--- config.mk ---
export PLATFORM = sky130hd
export DESIGN_NAME = evt_ctr_map
export DESIGN_NICKNAME = d
export VERILOG_FILES = /design/src/rtl/ecm_pkg.sv /design/src/rtl/ecm_decode.sv /design/src/rtl/ecm_table.sv /design/src/rtl/ecm_lookup.sv /design/src/rtl/ecm_fixed_match.sv /design/src/rtl/evt_ctr_map.sv
export SDC_FILE = /design/constraint.sdc
export NUM_CORES = 1
export LEC_CHECK = 0
export BUFFER_PORTS_ARGS = -buffer_cell sky130_fd_sc_hd__buf_2
export CAP_MARGIN = 20
export CORE_AREA = 3 3 79 81
export CTS_BUF_LIST = sky130_fd_sc_hd__clkbuf_8
export CTS_CLUSTER_DIAMETER = 120
export CTS_CLUSTER_SIZE = 14
export DETAILED_ROUTE_END_ITERATION = 8
export DIE_AREA = 0 0 82 84
export PLACE_DENSITY = 0.78
export SKIP_CTS_REPAIR_TIMING = 1
export SLEW_MARGIN = 10
export SYNTH_ARGS = -nofsm -noshare
export SYNTH_HDL_FRONTEND = slang
export SYNTH_SLANG_ARGS = --single-unit
--- constraint.sdc ---
create_clock -name clk -period 1.55 [get_ports clk]
set_input_delay 0.0775 -clock clk [delete_from_list [all_inputs] [get_ports clk]]
set_output_delay 0.0775 -clock clk [all_outputs]
set_load 0.005 [all_outputs]
--- src/rtl/ecm_pkg.sv ---
package ecm_pkg;
  localparam int EVT_W    = 20;
  localparam int NUM_EVT  = 5;
  localparam int SLOT_CYC = 0;
  localparam int SLOT_INS = 1;

  // identifier accepted in each table slot
  function automatic logic [EVT_W-1:0] evt_code(input int slot);
    case (slot)
      0:       return 20'h00001;
      1:       return 20'h00002;
      2:       return 20'h10019;
      3:       return 20'h1001B;
      4:       return 20'h10021;
      default: return '0;
    endcase
  endfunction
endpackage

--- src/rtl/ecm_decode.sv ---
module ecm_decode
  import ecm_pkg::*;
(
  input  logic [EVT_W-1:0]   id,
  output logic [NUM_EVT-1:0] hit,
  output logic               any
);
  for (genvar i = 0; i < NUM_EVT; i++) begin : g_cmp
    assign hit[i] = (id == evt_code(i));
  end
  assign any = |hit;
endmodule

--- src/rtl/ecm_table.sv ---
module ecm_table
  import ecm_pkg::*;
#(
  parameter int CTR_W    = 5,
  parameter int NUM_CTRS = 29,
  parameter int VAL_W    = 64,
  parameter logic [(1<<CTR_W)-1:0] AVAIL_MASK = 32'hFFFF_F7F8
) (
  input  logic                            clk,
  input  logic                            rst_n,
  input  logic                            wr_en,
  input  logic [CTR_W-1:0]                wr_ctr,
  input  logic [VAL_W-1:0]                wr_val,
  output logic                            resp_valid,
  output logic                            resp_ok,
  output logic [NUM_EVT-1:0]              map_vld,
  output logic [NUM_EVT-1:0][CTR_W-1:0]   map_ctr
);
  localparam logic [CTR_W-1:0] FIRST_PROG = CTR_W'(3);

  logic [NUM_EVT-1:0]            vld_q, vld_d;
  logic [NUM_EVT-1:0][CTR_W-1:0] ctr_q, ctr_d;
  logic [NUM_EVT-1:0]            hit;
  logic                          hit_any, ctr_ok, ok_d, is_zero;

  ecm_decode u_dec (.id(wr_val[EVT_W-1:0]), .hit(hit), .any(hit_any));

  assign is_zero = (wr_val == '0);
  assign ctr_ok  = (wr_ctr >= FIRST_PROG) && (int'(wr_ctr) < NUM_CTRS) && AVAIL_MASK[wr_ctr];

  always_comb begin
    vld_d = vld_q;
    ctr_d = ctr_q;
    ok_d  = 1'b0;
    if (wr_en && ctr_ok) begin
      if (is_zero) begin
        ok_d = 1'b1;
        for (int i = 0; i < NUM_EVT; i++)
          if (vld_q[i] && ctr_q[i] == wr_ctr) vld_d[i] = 1'b0;
      end else if (hit_any) begin
        ok_d = 1'b1;
        for (int i = 0; i < NUM_EVT; i++)
          if (hit[i] && !vld_q[i]) begin
            vld_d[i] = 1'b1;
            ctr_d[i] = wr_ctr;
          end
      end
    end
  end

  always_ff @(posedge clk) begin
    if (!rst_n) begin
      vld_q      <= '0;
      ctr_q      <= '0;
      resp_valid <= 1'b0;
      resp_ok    <= 1'b0;
    end else begin
      vld_q      <= vld_d;
      ctr_q      <= ctr_d;
      resp_valid <= wr_en;
      resp_ok    <= ok_d;
    end
  end

  assign map_vld = vld_q;
  assign map_ctr = ctr_q;


  low_ctr_reject_chk: assert property (@(posedge clk) disable iff (!rst_n)
    (wr_en && wr_ctr < FIRST_PROG) |=> (!resp_ok && vld_q == $past(vld_q) && ctr_q == $past(ctr_q)));


  resp_follows_wr_chk: assert property (@(posedge clk) disable iff (!rst_n)
    wr_en |=> resp_valid);


  resp_only_after_wr_chk: assert property (@(posedge clk) disable iff (!rst_n)
    !wr_en |=> !resp_valid);

  for (genvar i = 0; i < NUM_EVT; i++) begin : g_chk

    binding_kept_chk: assert property (@(posedge clk) disable iff (!rst_n)
      (vld_q[i] && !(wr_en && wr_val == '0)) |=> (vld_q[i] && ctr_q[i] == $past(ctr_q[i])));


    zero_unbinds_chk: assert property (@(posedge clk) disable iff (!rst_n)
      (wr_en && wr_val == '0 && vld_q[i] && ctr_q[i] == wr_ctr) |=> !vld_q[i]);
  end
endmodule

--- src/rtl/ecm_lookup.sv ---
module ecm_lookup
  import ecm_pkg::*;
#(
  parameter int CTR_W = 5
) (
  input  logic                          clk,
  input  logic                          rst_n,
  input  logic                          evt_valid,
  input  logic [EVT_W-1:0]              evt_id,
  input  logic [NUM_EVT-1:0]            map_vld,
  input  logic [NUM_EVT-1:0][CTR_W-1:0] map_ctr,
  output logic                          inc_valid,
  output logic [CTR_W-1:0]              inc_ctr
);
  logic [NUM_EVT-1:0] hit, sel;
  logic               hit_any;
  logic [CTR_W-1:0]   ctr_d;

  ecm_decode u_dec (.id(evt_id), .hit(hit), .any(hit_any));

  assign sel = hit & map_vld;

  always_comb begin
    ctr_d = '0;
    for (int i = 0; i < NUM_EVT; i++)
      ctr_d = ctr_d | (map_ctr[i] & {CTR_W{sel[i]}});
  end

  always_ff @(posedge clk) begin
    if (!rst_n) begin
      inc_valid <= 1'b0;
      inc_ctr   <= '0;
    end else begin
      inc_valid <= evt_valid && hit_any && (|sel);
      inc_ctr   <= ctr_d;
    end
  end


  inc_needs_evt_chk: assert property (@(posedge clk) disable iff (!rst_n)
    !evt_valid |=> !inc_valid);


  inc_ctr_legal_chk: assert property (@(posedge clk) disable iff (!rst_n)
    inc_valid |-> inc_ctr >= CTR_W'(3));
endmodule

--- src/rtl/ecm_fixed_match.sv ---
module ecm_fixed_match
  import ecm_pkg::*;
#(
  parameter int CTR_W = 5
) (
  input  logic                          clk,
  input  logic                          rst_n,
  input  logic [CTR_W-1:0]              query_ctr,
  input  logic [NUM_EVT-1:0]            map_vld,
  input  logic [NUM_EVT-1:0][CTR_W-1:0] map_ctr,
  output logic                          is_cycles,
  output logic                          is_instr
);
  localparam logic [CTR_W-1:0] FIXED_CYC = CTR_W'(0);
  localparam logic [CTR_W-1:0] FIXED_INS = CTR_W'(2);

  assign is_cycles = (query_ctr == FIXED_CYC) ||
                     (map_vld[SLOT_CYC] && map_ctr[SLOT_CYC] == query_ctr);
  assign is_instr  = (query_ctr == FIXED_INS) ||
                     (map_vld[SLOT_INS] && map_ctr[SLOT_INS] == query_ctr);


  fixed_cycles_chk: assert property (@(posedge clk) disable iff (!rst_n)
    (query_ctr == FIXED_CYC) |-> (is_cycles && !is_instr));


  fixed_instr_chk: assert property (@(posedge clk) disable iff (!rst_n)
    (query_ctr == FIXED_INS) |-> (is_instr && !is_cycles));
endmodule

--- src/rtl/evt_ctr_map.sv ---
module evt_ctr_map
  import ecm_pkg::*;
#(
  parameter int CTR_W    = 5,
  parameter int NUM_CTRS = 29,
  parameter int VAL_W    = 64,
  parameter logic [(1<<CTR_W)-1:0] AVAIL_MASK = 32'hFFFF_F7F8
) (
  input  logic               clk,
  input  logic               rst_n,
  input  logic               wr_en,
  input  logic [CTR_W-1:0]   wr_ctr,
  input  logic [VAL_W-1:0]   wr_val,
  output logic               wr_resp_valid,
  output logic               wr_resp_ok,
  input  logic               evt_valid,
  input  logic [EVT_W-1:0]   evt_id,
  output logic               inc_valid,
  output logic [CTR_W-1:0]   inc_ctr,
  input  logic [CTR_W-1:0]   query_ctr,
  output logic               query_is_cycles,
  output logic               query_is_instr
);
  logic [NUM_EVT-1:0]            map_vld;
  logic [NUM_EVT-1:0][CTR_W-1:0] map_ctr;

  ecm_table #(.CTR_W(CTR_W), .NUM_CTRS(NUM_CTRS), .VAL_W(VAL_W), .AVAIL_MASK(AVAIL_MASK)) u_table (
    .clk(clk), .rst_n(rst_n), .wr_en(wr_en), .wr_ctr(wr_ctr), .wr_val(wr_val),
    .resp_valid(wr_resp_valid), .resp_ok(wr_resp_ok), .map_vld(map_vld), .map_ctr(map_ctr));

  ecm_lookup #(.CTR_W(CTR_W)) u_lookup (
    .clk(clk), .rst_n(rst_n), .evt_valid(evt_valid), .evt_id(evt_id),
    .map_vld(map_vld), .map_ctr(map_ctr), .inc_valid(inc_valid), .inc_ctr(inc_ctr));

  ecm_fixed_match #(.CTR_W(CTR_W)) u_fixed (
    .clk(clk), .rst_n(rst_n), .query_ctr(query_ctr), .map_vld(map_vld), .map_ctr(map_ctr),
    .is_cycles(query_is_cycles), .is_instr(query_is_instr));


  new_binding_not_early_chk: assert property (@(posedge clk) disable iff (!rst_n)
    (evt_valid && !(|(map_vld & {NUM_EVT{1'b1}})) ) |=> !inc_valid);
endmodule

==> results of run 1 <==
## cell usage in the layout (no fill, tap or decap), types with 2 or more instances in the layout
| master | count |
|---|---|
| a21boi_1 | 5 |
| a21oi_1 | 2 |
| a22oi_1 | 11 |
| and3_1 | 2 |
| buf_12 | 2 |
| buf_2 | 107 |
| buf_4 | 22 |
| bufinv_16 | 2 |
| clkbuf_8 | 6 |
| dfxtp_1 | 33 |
| dfxtp_2 | 2 |
| dfxtp_4 | 3 |
| inv_1 | 4 |
| mux2i_1 | 25 |
| nand2_1 | 42 |
| nand3_1 | 14 |
| nand3b_1 | 4 |
| nand4_1 | 7 |
| nand4b_2 | 2 |
| nor2_1 | 7 |
| nor3_1 | 12 |
| nor3_2 | 3 |
| nor3_4 | 2 |
| nor4_1 | 17 |
| nor4_4 | 5 |
| o211a_1 | 3 |
| o21ai_0 | 8 |
| o21ai_1 | 3 |
| o221a_1 | 3 |
| xnor2_1 | 14 |
| xor2_1 | 22 |
## worst paths after layout
check,end,start,depth (start not counted),slack [ns]
min,u_lookup.inc_valid,evt_valid,3,0.02
min reg2reg,u_table.map_ctr[17],u_table.map_ctr[17],2,0.49
max reg2reg,u_lookup.inc_valid,u_table.map_vld[2],4,0.18
max,query_is_cycles,u_table.map_ctr[4],5,0.06
## area by class of cell
type                    instances  area [um2]  share of cell area
inverters                       4        15.0             0.00438
clock buffers                   6        82.6              0.0241
repair buffers                131         741               0.216
multi-input cells             228        1670               0.486
well taps                      72        90.1              0.0263
clock inverters                 2        60.1              0.0175
flip-flops and latches         38         774               0.226
## worst reg2reg max path, stage by stage, from the launching register on
cell and delay, ns:
dfxtp_1 0.41, inv_1 0.10, o21ai_0 0.12, a2111oi_0 0.53, nor4_1 0.08
## flip-flops by register name, summed over array words and instances, names as in the netlist
signal,count
u_lookup.inc_ctr,5
u_lookup.inc_valid,1
u_table.map_ctr,25
u_table.map_vld,5
u_table.resp_ok,1
u_table.resp_valid,1
## layer usage
layer | routed length [um] | vias up | share of wire | GRT usage
met5 | 0 | - | 0 | 0
met4 | 115 | 0 | 0.015 | 0.0574
met3 | 529 | 14 | 0.071 | 0.0400
met2 | 4080 | 97 | 0.55 | 0.421
met1 | 2730 | 1234 | 0.37 | 0.224
li1 | - | 1287 | - | -
## cells by family after synthesis
group	after synthesis
simple gates	127
compound gates	40
flops	38
xor+xnor	36
mux	25
buf+inv	19
## metrics by stage
| step | setup TNS [ns] | power (mW) | cell area, um2 | setup slack, ns |
|---|---|---|---|---|
| after global placement | -2.21 | 1.33 | 3270 | -0.114 |
| after floorplan | 0 | 1.14 | 2510 | 0.0448 |
| final | 0 | 2.36 | 3430 | 0.0558 |
| after detailed placement | -3.98 | 1.33 | 3270 | -0.179 |
| after CTS | -0.0138 | 2.38 | 3410 | -0.0138 |
| after global routing | -0.0101 | 2.44 | 3430 | -0.0101 |
## power groups by stage
stage	clock network, mW	logic, mW	registers [mW]
5_1_grt	1.10	0.370	0.972
2_1_floorplan	0	0.145	1.00
4_1_cts	1.07	0.336	0.977
3_5_place_dp	0	0.334	1.00
3_3_place_gp	0	0.326	1.00
6_report	1.06	0.335	0.971
==> impl_metrics.env, run 1 <==
export IMPL_vias_per_cell=5.47
export IMPL_synth_compound_area_frac=0.117
export IMPL_cts_max_path_buffers=2
export IMPL_p_leak_nw=1.51
export IMPL_slowest_delay_ns=0.37
export IMPL_initial_core_util=0.454
export IMPL_hold_class="in -> reg"
export IMPL_holdWs_ns=0.0157
export IMPL_io_buffers=107
export IMPL_grt_total_usage=0.215
export IMPL_p_int_mw=1.82
export IMPL_finClkSkew_ns=0.00512
export IMPL_critPathMaxFanout=4
export IMPL_area_growth_pct=36.4
export IMPL_p_per_area_nw_per_um2=689
export IMPL_ir_worst_vdd_mv=0.481
export IMPL_synth_top_family_by_area="simple AND/OR/NAND/NOR gates"
export IMPL_syn_avg_cell_area_um2=8.82
export IMPL_required_ns=1.47
export IMPL_place_hpwl_mm=6.13
export IMPL_clk_pin_slew_ns=0.08
export IMPL_worst_pin_slew_ns=0.488
export IMPL_syn_num_nets=383
export IMPL_ys_seq_elements=38
export IMPL_drc=0
export IMPL_synth_xor_area_share=0.125
export IMPL_async_flop_share=0
export IMPL_fp_dieW_um=82
export IMPL_final_antenna_net_count=0
export IMPL_endpoint_kind="primary output"
export IMPL_arrival_ns=1.42
export IMPL_synthMuxAreaShare=0.0995
export IMPL_syn_area_um2=2510
export IMPL_coreArea_um2=5540
export IMPL_cts_tree="done"
export IMPL_root_buffer="clkbuf_8"
export IMPL_ys_flop_type="dfxtp_1"
export IMPL_yosys_area_share_simple=0.321
export IMPL_drt_wirelength_per_cell_um=15.5
export IMPL_synth_fa_ha_area_frac=0
export IMPL_diodes=0
export IMPL_synth_edf_count=0
export IMPL_rsz0062_at_grt="yes"
export IMPL_grt_max_degree=24
export IMPL_cp_start_kind="flip-flop"
export IMPL_netSwitchingFraction=0.228
export IMPL_power_frac_seq=0.411
export IMPL_drtIter0Drc=140
export IMPL_crit_buf_inv=1
export IMPL_ioPinCount=108
export IMPL_drt_wl_total_mm=7.45
export IMPL_synth_top_cells_by_count="nand2_1 (42), dfxtp_1 (38), mux2i_1 (25), xor2_1 (22), nor4_1 (17)"
export IMPL_synth_warnings=0
export IMPL_setup_viol=0
export IMPL_critPathTopFamily="simple AND/OR/NAND/NOR gates"
export IMPL_drv_slew=0
export IMPL_fmaxAchievable_mhz=669
export IMPL_hold_viol_final=0
export IMPL_htreeDepth=2
export IMPL_fin_crit_sh=0.964
export IMPL_grt_pass1_wl_mm=11.7
export IMPL_yosys_area_top_type="dfxtp_1"
export IMPL_relSlewSlack=0.666
export IMPL_final_util=0.619
export IMPL_overflow=0
export IMPL_clkPwrFrac=0.447
export IMPL_num_vias=2632
export IMPL_drive_gt1_frac=0.394
export IMPL_layoutNonFillerInstCount=481
export IMPL_cpMaxStageDelayCell="dfxtp_4"
export IMPL_cts_sinks=38
export IMPL_dpl_cell_count=472
export IMPL_path_cells="xor2_1, nor4_1, nand3_1, o21ai_1, buf_2"
export IMPL_combinationalPowerShare=0.142
export IMPL_die_area_um2=6890
export IMPL_antenna_found_initial=0
export IMPL_synth_top_area_share=0.302
export IMPL_syn_inst=285
export IMPL_finalCriticalPeriod_ns=1.49
export IMPL_insertion_delay_ns=0.30
export IMPL_grt_pass1_vias=2690
export IMPL_switchingPower_mw=0.539
export IMPL_synth_most_common_cell="nand2_1"
export IMPL_num_fill_cells=479
export IMPL_outcome="completed"
export IMPL_die_h_um=84
export IMPL_synth_cell_types=43
export IMPL_cts_inserted_buffers=5
export IMPL_gp_congestion=0.875
export IMPL_synth_top_cells_by_area="dfxtp_1 (30%), mux2i_1 (10%), xor2_1 (7.7%)"
export IMPL_rows=27
export IMPL_seq_area_frac_synth=0.302
export IMPL_finalNetCount=506
export IMPL_max_cap_violations=0
export IMPL_crit_type="reg -> out"
export IMPL_drtPass1Iterations=4
No activity file was read; power rests on OpenSTA's default activity.
==> inputs of run 2 (changes only) <==
- CORE_AREA: 3 3 79 81 -> 3 3 75 77
- DIE_AREA: 0 0 82 84 -> 0 0 78 80
- PLACE_DENSITY: 0.78 -> 0.82
- clock period: 1.55 -> 1.6 ns (I/O delays scaled with it)
==> impl_metrics.env, run 2 (same netlist as run 1, synthesis figures left out) <==
export IMPL_arrival_ns=1.67
export IMPL_drv_slew=0
export IMPL_drive_gt1_frac=0.388
export IMPL_place_hpwl_mm=6.26
export IMPL_clk_pin_slew_ns=0.08
export IMPL_hp_start="evt_valid"
export IMPL_die_area_um2=6240
export IMPL_cts_tree="done"
export IMPL_fin_crit_sh=0.942
export IMPL_rows=26
export IMPL_switchingPower_mw=0.520
export IMPL_diodes=0
export IMPL_drt_wirelength_per_cell_um=16.4
export IMPL_finClkSkew_ns=0.00474
export IMPL_vias_per_cell=5.65
export IMPL_finalCriticalPeriod_ns=1.51
export IMPL_largest_reg_flops=25
export IMPL_cts_sinks=38
export IMPL_max_cap_violations=0
export IMPL_drc=0
export IMPL_htreeDepth=2
export IMPL_hold_class="in -> reg"
export IMPL_insertion_delay_ns=0.29
export IMPL_relSlewSlack=0.673
export IMPL_final_antenna_net_count=0
export IMPL_worst_pin_slew_ns=0.486
export IMPL_fp_dieW_um=78
export IMPL_grt_pass1_wl_mm=12.4
export IMPL_setup_viol=0
export IMPL_root_buffer="clkbuf_8"
export IMPL_antenna_found_initial=0
export IMPL_area_growth_pct=34.1
export IMPL_combinationalPowerShare=0.144
export IMPL_overflow=0
export IMPL_num_fill_cells=415
export IMPL_critPathMaxFanout=5
export IMPL_cts_max_path_buffers=2
export IMPL_p_per_area_nw_per_um2=677
export IMPL_r2r_start="u_table.map_vld[2]"
export IMPL_layout_commonest_cell="buf_2"
export IMPL_netSwitchingFraction=0.228
export IMPL_cp_start_kind="input port"
export IMPL_grt_pass1_vias=2671
export IMPL_gp_congestion=0.907
export IMPL_io_buffers=107
export IMPL_outcome="completed"
export IMPL_drtPass1Iterations=5
export IMPL_p_int_mw=1.77
export IMPL_initial_core_util=0.496
export IMPL_ir_worst_vdd_mv=0.512
export IMPL_endpoint_kind="flip-flop"
export IMPL_required_ns=1.77
export IMPL_grt_total_usage=0.251
export IMPL_rsz0062_at_grt="yes"
export IMPL_power_frac_seq=0.413
export IMPL_hold_viol_final=0
export IMPL_clkPwrFrac=0.443
export IMPL_die_h_um=80
export IMPL_cts_inserted_buffers=5
export IMPL_drt_wl_total_mm=7.81
export IMPL_fmaxAchievable_mhz=664
export IMPL_grt_max_degree=28
export IMPL_layout_common_cells="buf_2 (107), nand2_1 (42), dfxtp_1 (34)"
export IMPL_drtIter0Drc=195
export IMPL_ioPinCount=108
export IMPL_fin_tns_setup_ns=0
export IMPL_holdWs_ns=0.0320
export IMPL_crit_path_start="wr_val[9]"
export IMPL_p_leak_nw=1.48
export IMPL_num_vias=2682
export IMPL_crit_type="in -> reg"
export IMPL_finalNetCount=502
export IMPL_coreArea_um2=5070
-- run 2: path summary, 6_finish.rpt --
path,slack (ns),endpoint,cells past startpoint
setup / recovery,0.09,u_table.map_ctr[8],6
hold reg to reg,0.50,u_table.map_ctr[13],2
setup reg to reg,0.30,u_lookup.inc_valid,4
hold / removal,0.03,u_lookup.inc_valid,3
-- run 2: worst max-delay path, stage by stage --
cell      delay (ns)
buf_2           0.11
nor4_4          0.36
nand3b_4        0.16
nor4_4          0.41
nand4b_2        0.35
mux2i_1         0.21
-- run 2: area by class of cell --
class	count	area, um2	area share
multi-input combinational	228	1670	0.496
sequential	38	768	0.228
timing repair buffer	127	686	0.203
tap	70	87.6	0.0260
clock buffer	6	82.6	0.0245
clock inverter	2	60.1	0.0178
inverter	4	15.0	0.00445
-- run 2: through the flow --
step	utilization	worst slack, ns	power, mW	cells	area [um2]
after CTS	0.662	0.0565	2.29	475	3360
after global routing	0.665	-0.0438	2.36	475	3370
after floorplan	-	0.0923	1.11	285	2510
final	0.665	0.0932	2.29	475	3370
after detailed placement	0.634	-0.187	1.29	467	3220
after global placement	0.634	-0.114	1.29	467	3220
-- run 2: power by group through the flow --
| stage | clock (mW) | sequential [mW] | combinational, mW |
|---|---|---|---|
| floorplan | 0 | 0.969 | 0.140 |
| global placement | 0 | 0.969 | 0.317 |
| detailed placement | 0 | 0.969 | 0.322 |
| CTS | 1.02 | 0.946 | 0.325 |
| global route | 1.06 | 0.944 | 0.359 |
| finish | 1.01 | 0.945 | 0.329 |
-- run 2: layer usage --
metal  part of all wire  vias to the layer above  global-route usage
li1                   -                     1282                   -
met1               0.37                     1238               0.270
met2               0.53                      145               0.481
met3              0.086                       17              0.0508
met4              0.021                        0              0.0892
met5                  0                        -                   0
==> inputs of run 3 (changes only) <==
- PLACE_DENSITY: 0.82 -> unset
- PLACE_DENSITY_LB_ADDON: unset -> 0.2
==> impl_metrics.env, run 3 (same netlist as run 1, synthesis figures left out) <==
export IMPL_drv_slew=0
export IMPL_outcome="completed"
export IMPL_cts_sinks=38
export IMPL_cp_start_kind="flip-flop"
export IMPL_coreArea_um2=5070
export IMPL_grt_pass1_wl_mm=11.0
export IMPL_num_fill_cells=448
export IMPL_area_growth_pct=31.5
export IMPL_drt_wl_total_mm=7.24
export IMPL_p_leak_nw=1.45
export IMPL_final_util=0.652
export IMPL_critPathMaxFanout=4
export IMPL_root_buffer="clkbuf_8"
export IMPL_final_antenna_net_count=0
export IMPL_antenna_found_initial=0
export IMPL_cts_inserted_buffers=5
export IMPL_endpoint_kind="primary output"
export IMPL_crit_type="reg -> out"
export IMPL_overflow=0
export IMPL_required_ns=1.52
export IMPL_io_buffers=107
export IMPL_htreeDepth=2
export IMPL_place_hpwl_mm=5.79
export IMPL_finClkSkew_ns=0.0132
export IMPL_drtIter0Drc=105
export IMPL_cts_max_path_buffers=2
export IMPL_layoutNonFillerInstCount=474
export IMPL_diodes=0
export IMPL_ir_worst_vdd_mv=0.408
export IMPL_fp_dieW_um=78
export IMPL_dpl_cell_count=466
export IMPL_arrival_ns=1.42
export IMPL_layout_commonest_cell="buf_2"
export IMPL_num_vias=2589
export IMPL_max_cap_violations=0
export IMPL_ioPinCount=108
export IMPL_grt_total_usage=0.220
export IMPL_holdPathStages=3
export IMPL_setup_viol=0
export IMPL_drive_gt1_frac=0.376
export IMPL_hold_viol_final=0
export IMPL_fmaxAchievable_mhz=666
export IMPL_finalCriticalPeriod_ns=1.50
export IMPL_fin_crit_sh=0.939
export IMPL_vias_per_cell=5.46
export IMPL_hold_class="in -> reg"
export IMPL_r2r_cells=4
export IMPL_gp_congestion=0.839
export IMPL_clk_pin_slew_ns=0.08
export IMPL_insertion_delay_ns=0.30
export IMPL_drt_wirelength_per_cell_um=15.3
export IMPL_p_per_area_nw_per_um2=588
export IMPL_rsz0062_at_grt="no"
export IMPL_initial_core_util=0.496
export IMPL_relSlewSlack=0.683
export IMPL_cts_tree="done"
export IMPL_fin_tns_setup_ns=0
export IMPL_grt_max_degree=27
export IMPL_die_area_um2=6240
export IMPL_grt_pass1_vias=2336
export IMPL_layout_common_cells="buf_2 (107), nand2_1 (42), dfxtp_1 (37)"
export IMPL_worst_pin_slew_ns=0.471
export IMPL_finalNetCount=501
export IMPL_die_h_um=80
export IMPL_drtPass1Iterations=5
export IMPL_rows=26
export IMPL_largest_reg_flops=25
export IMPL_drc=0
==> run 3: final cells by class <==
type	count	area, um2	area share
inverters	4	15.0	0.00454
flip-flops and latches	38	762	0.230
repair buffers	126	678	0.205
multi-input cells	228	1670	0.506
clock buffers	6	82.6	0.0250
clock inverters	2	8.76	0.00265
well taps	70	87.6	0.0265
==> run 3: through the flow <==
stage	instance area (um2)	total power, mW	hold slack (ns)	setup WS [ns]
4_1_cts	3300	1.96	0.0142	0.0212
3_3_place_gp	3210	1.28	0.329	-0.111
5_1_grt	3310	2.03	0.0424	0.00477
2_1_floorplan	2510	1.11	0.202	0.0923
3_5_place_dp	3210	1.28	0.335	-0.143
6_report	3310	1.94	0.0191	0.0974
==> run 3: critical path: stages (launching register included) <==
cell and delay (ns):
dfxtp_2 0.36, xor2_1 0.16, nor4_1 0.29, nand3_1 0.11, o21ai_0 0.08, buf_2 0.13
==> run 3: worst paths after layout <==
path / from / end / slack [ns]
setup / recovery: u_table.map_ctr[4] / query_is_cycles / 0.1
hold / removal: evt_valid / u_lookup.inc_valid / 0.02
setup reg to reg: u_table.map_vld[2] / u_lookup.inc_valid / 0.32
hold reg to reg: u_table.map_ctr[13] / u_table.map_ctr[13] / 0.49
==> run 3: metal layers <==
metal  up-vias  GRT usage  share of wire
met5         -          0              0
met4         0     0.0857          0.014
met3        10     0.0587          0.072
met1      1210      0.243           0.40
met2        91      0.402           0.51
li1       1278          -              -
==> run 3: where the power goes <==
group          switching [mW]  internal [mW]
combinational           0.164          0.152
sequential           0.000206          0.946
clock                   0.341          0.341
total                   0.505           1.44
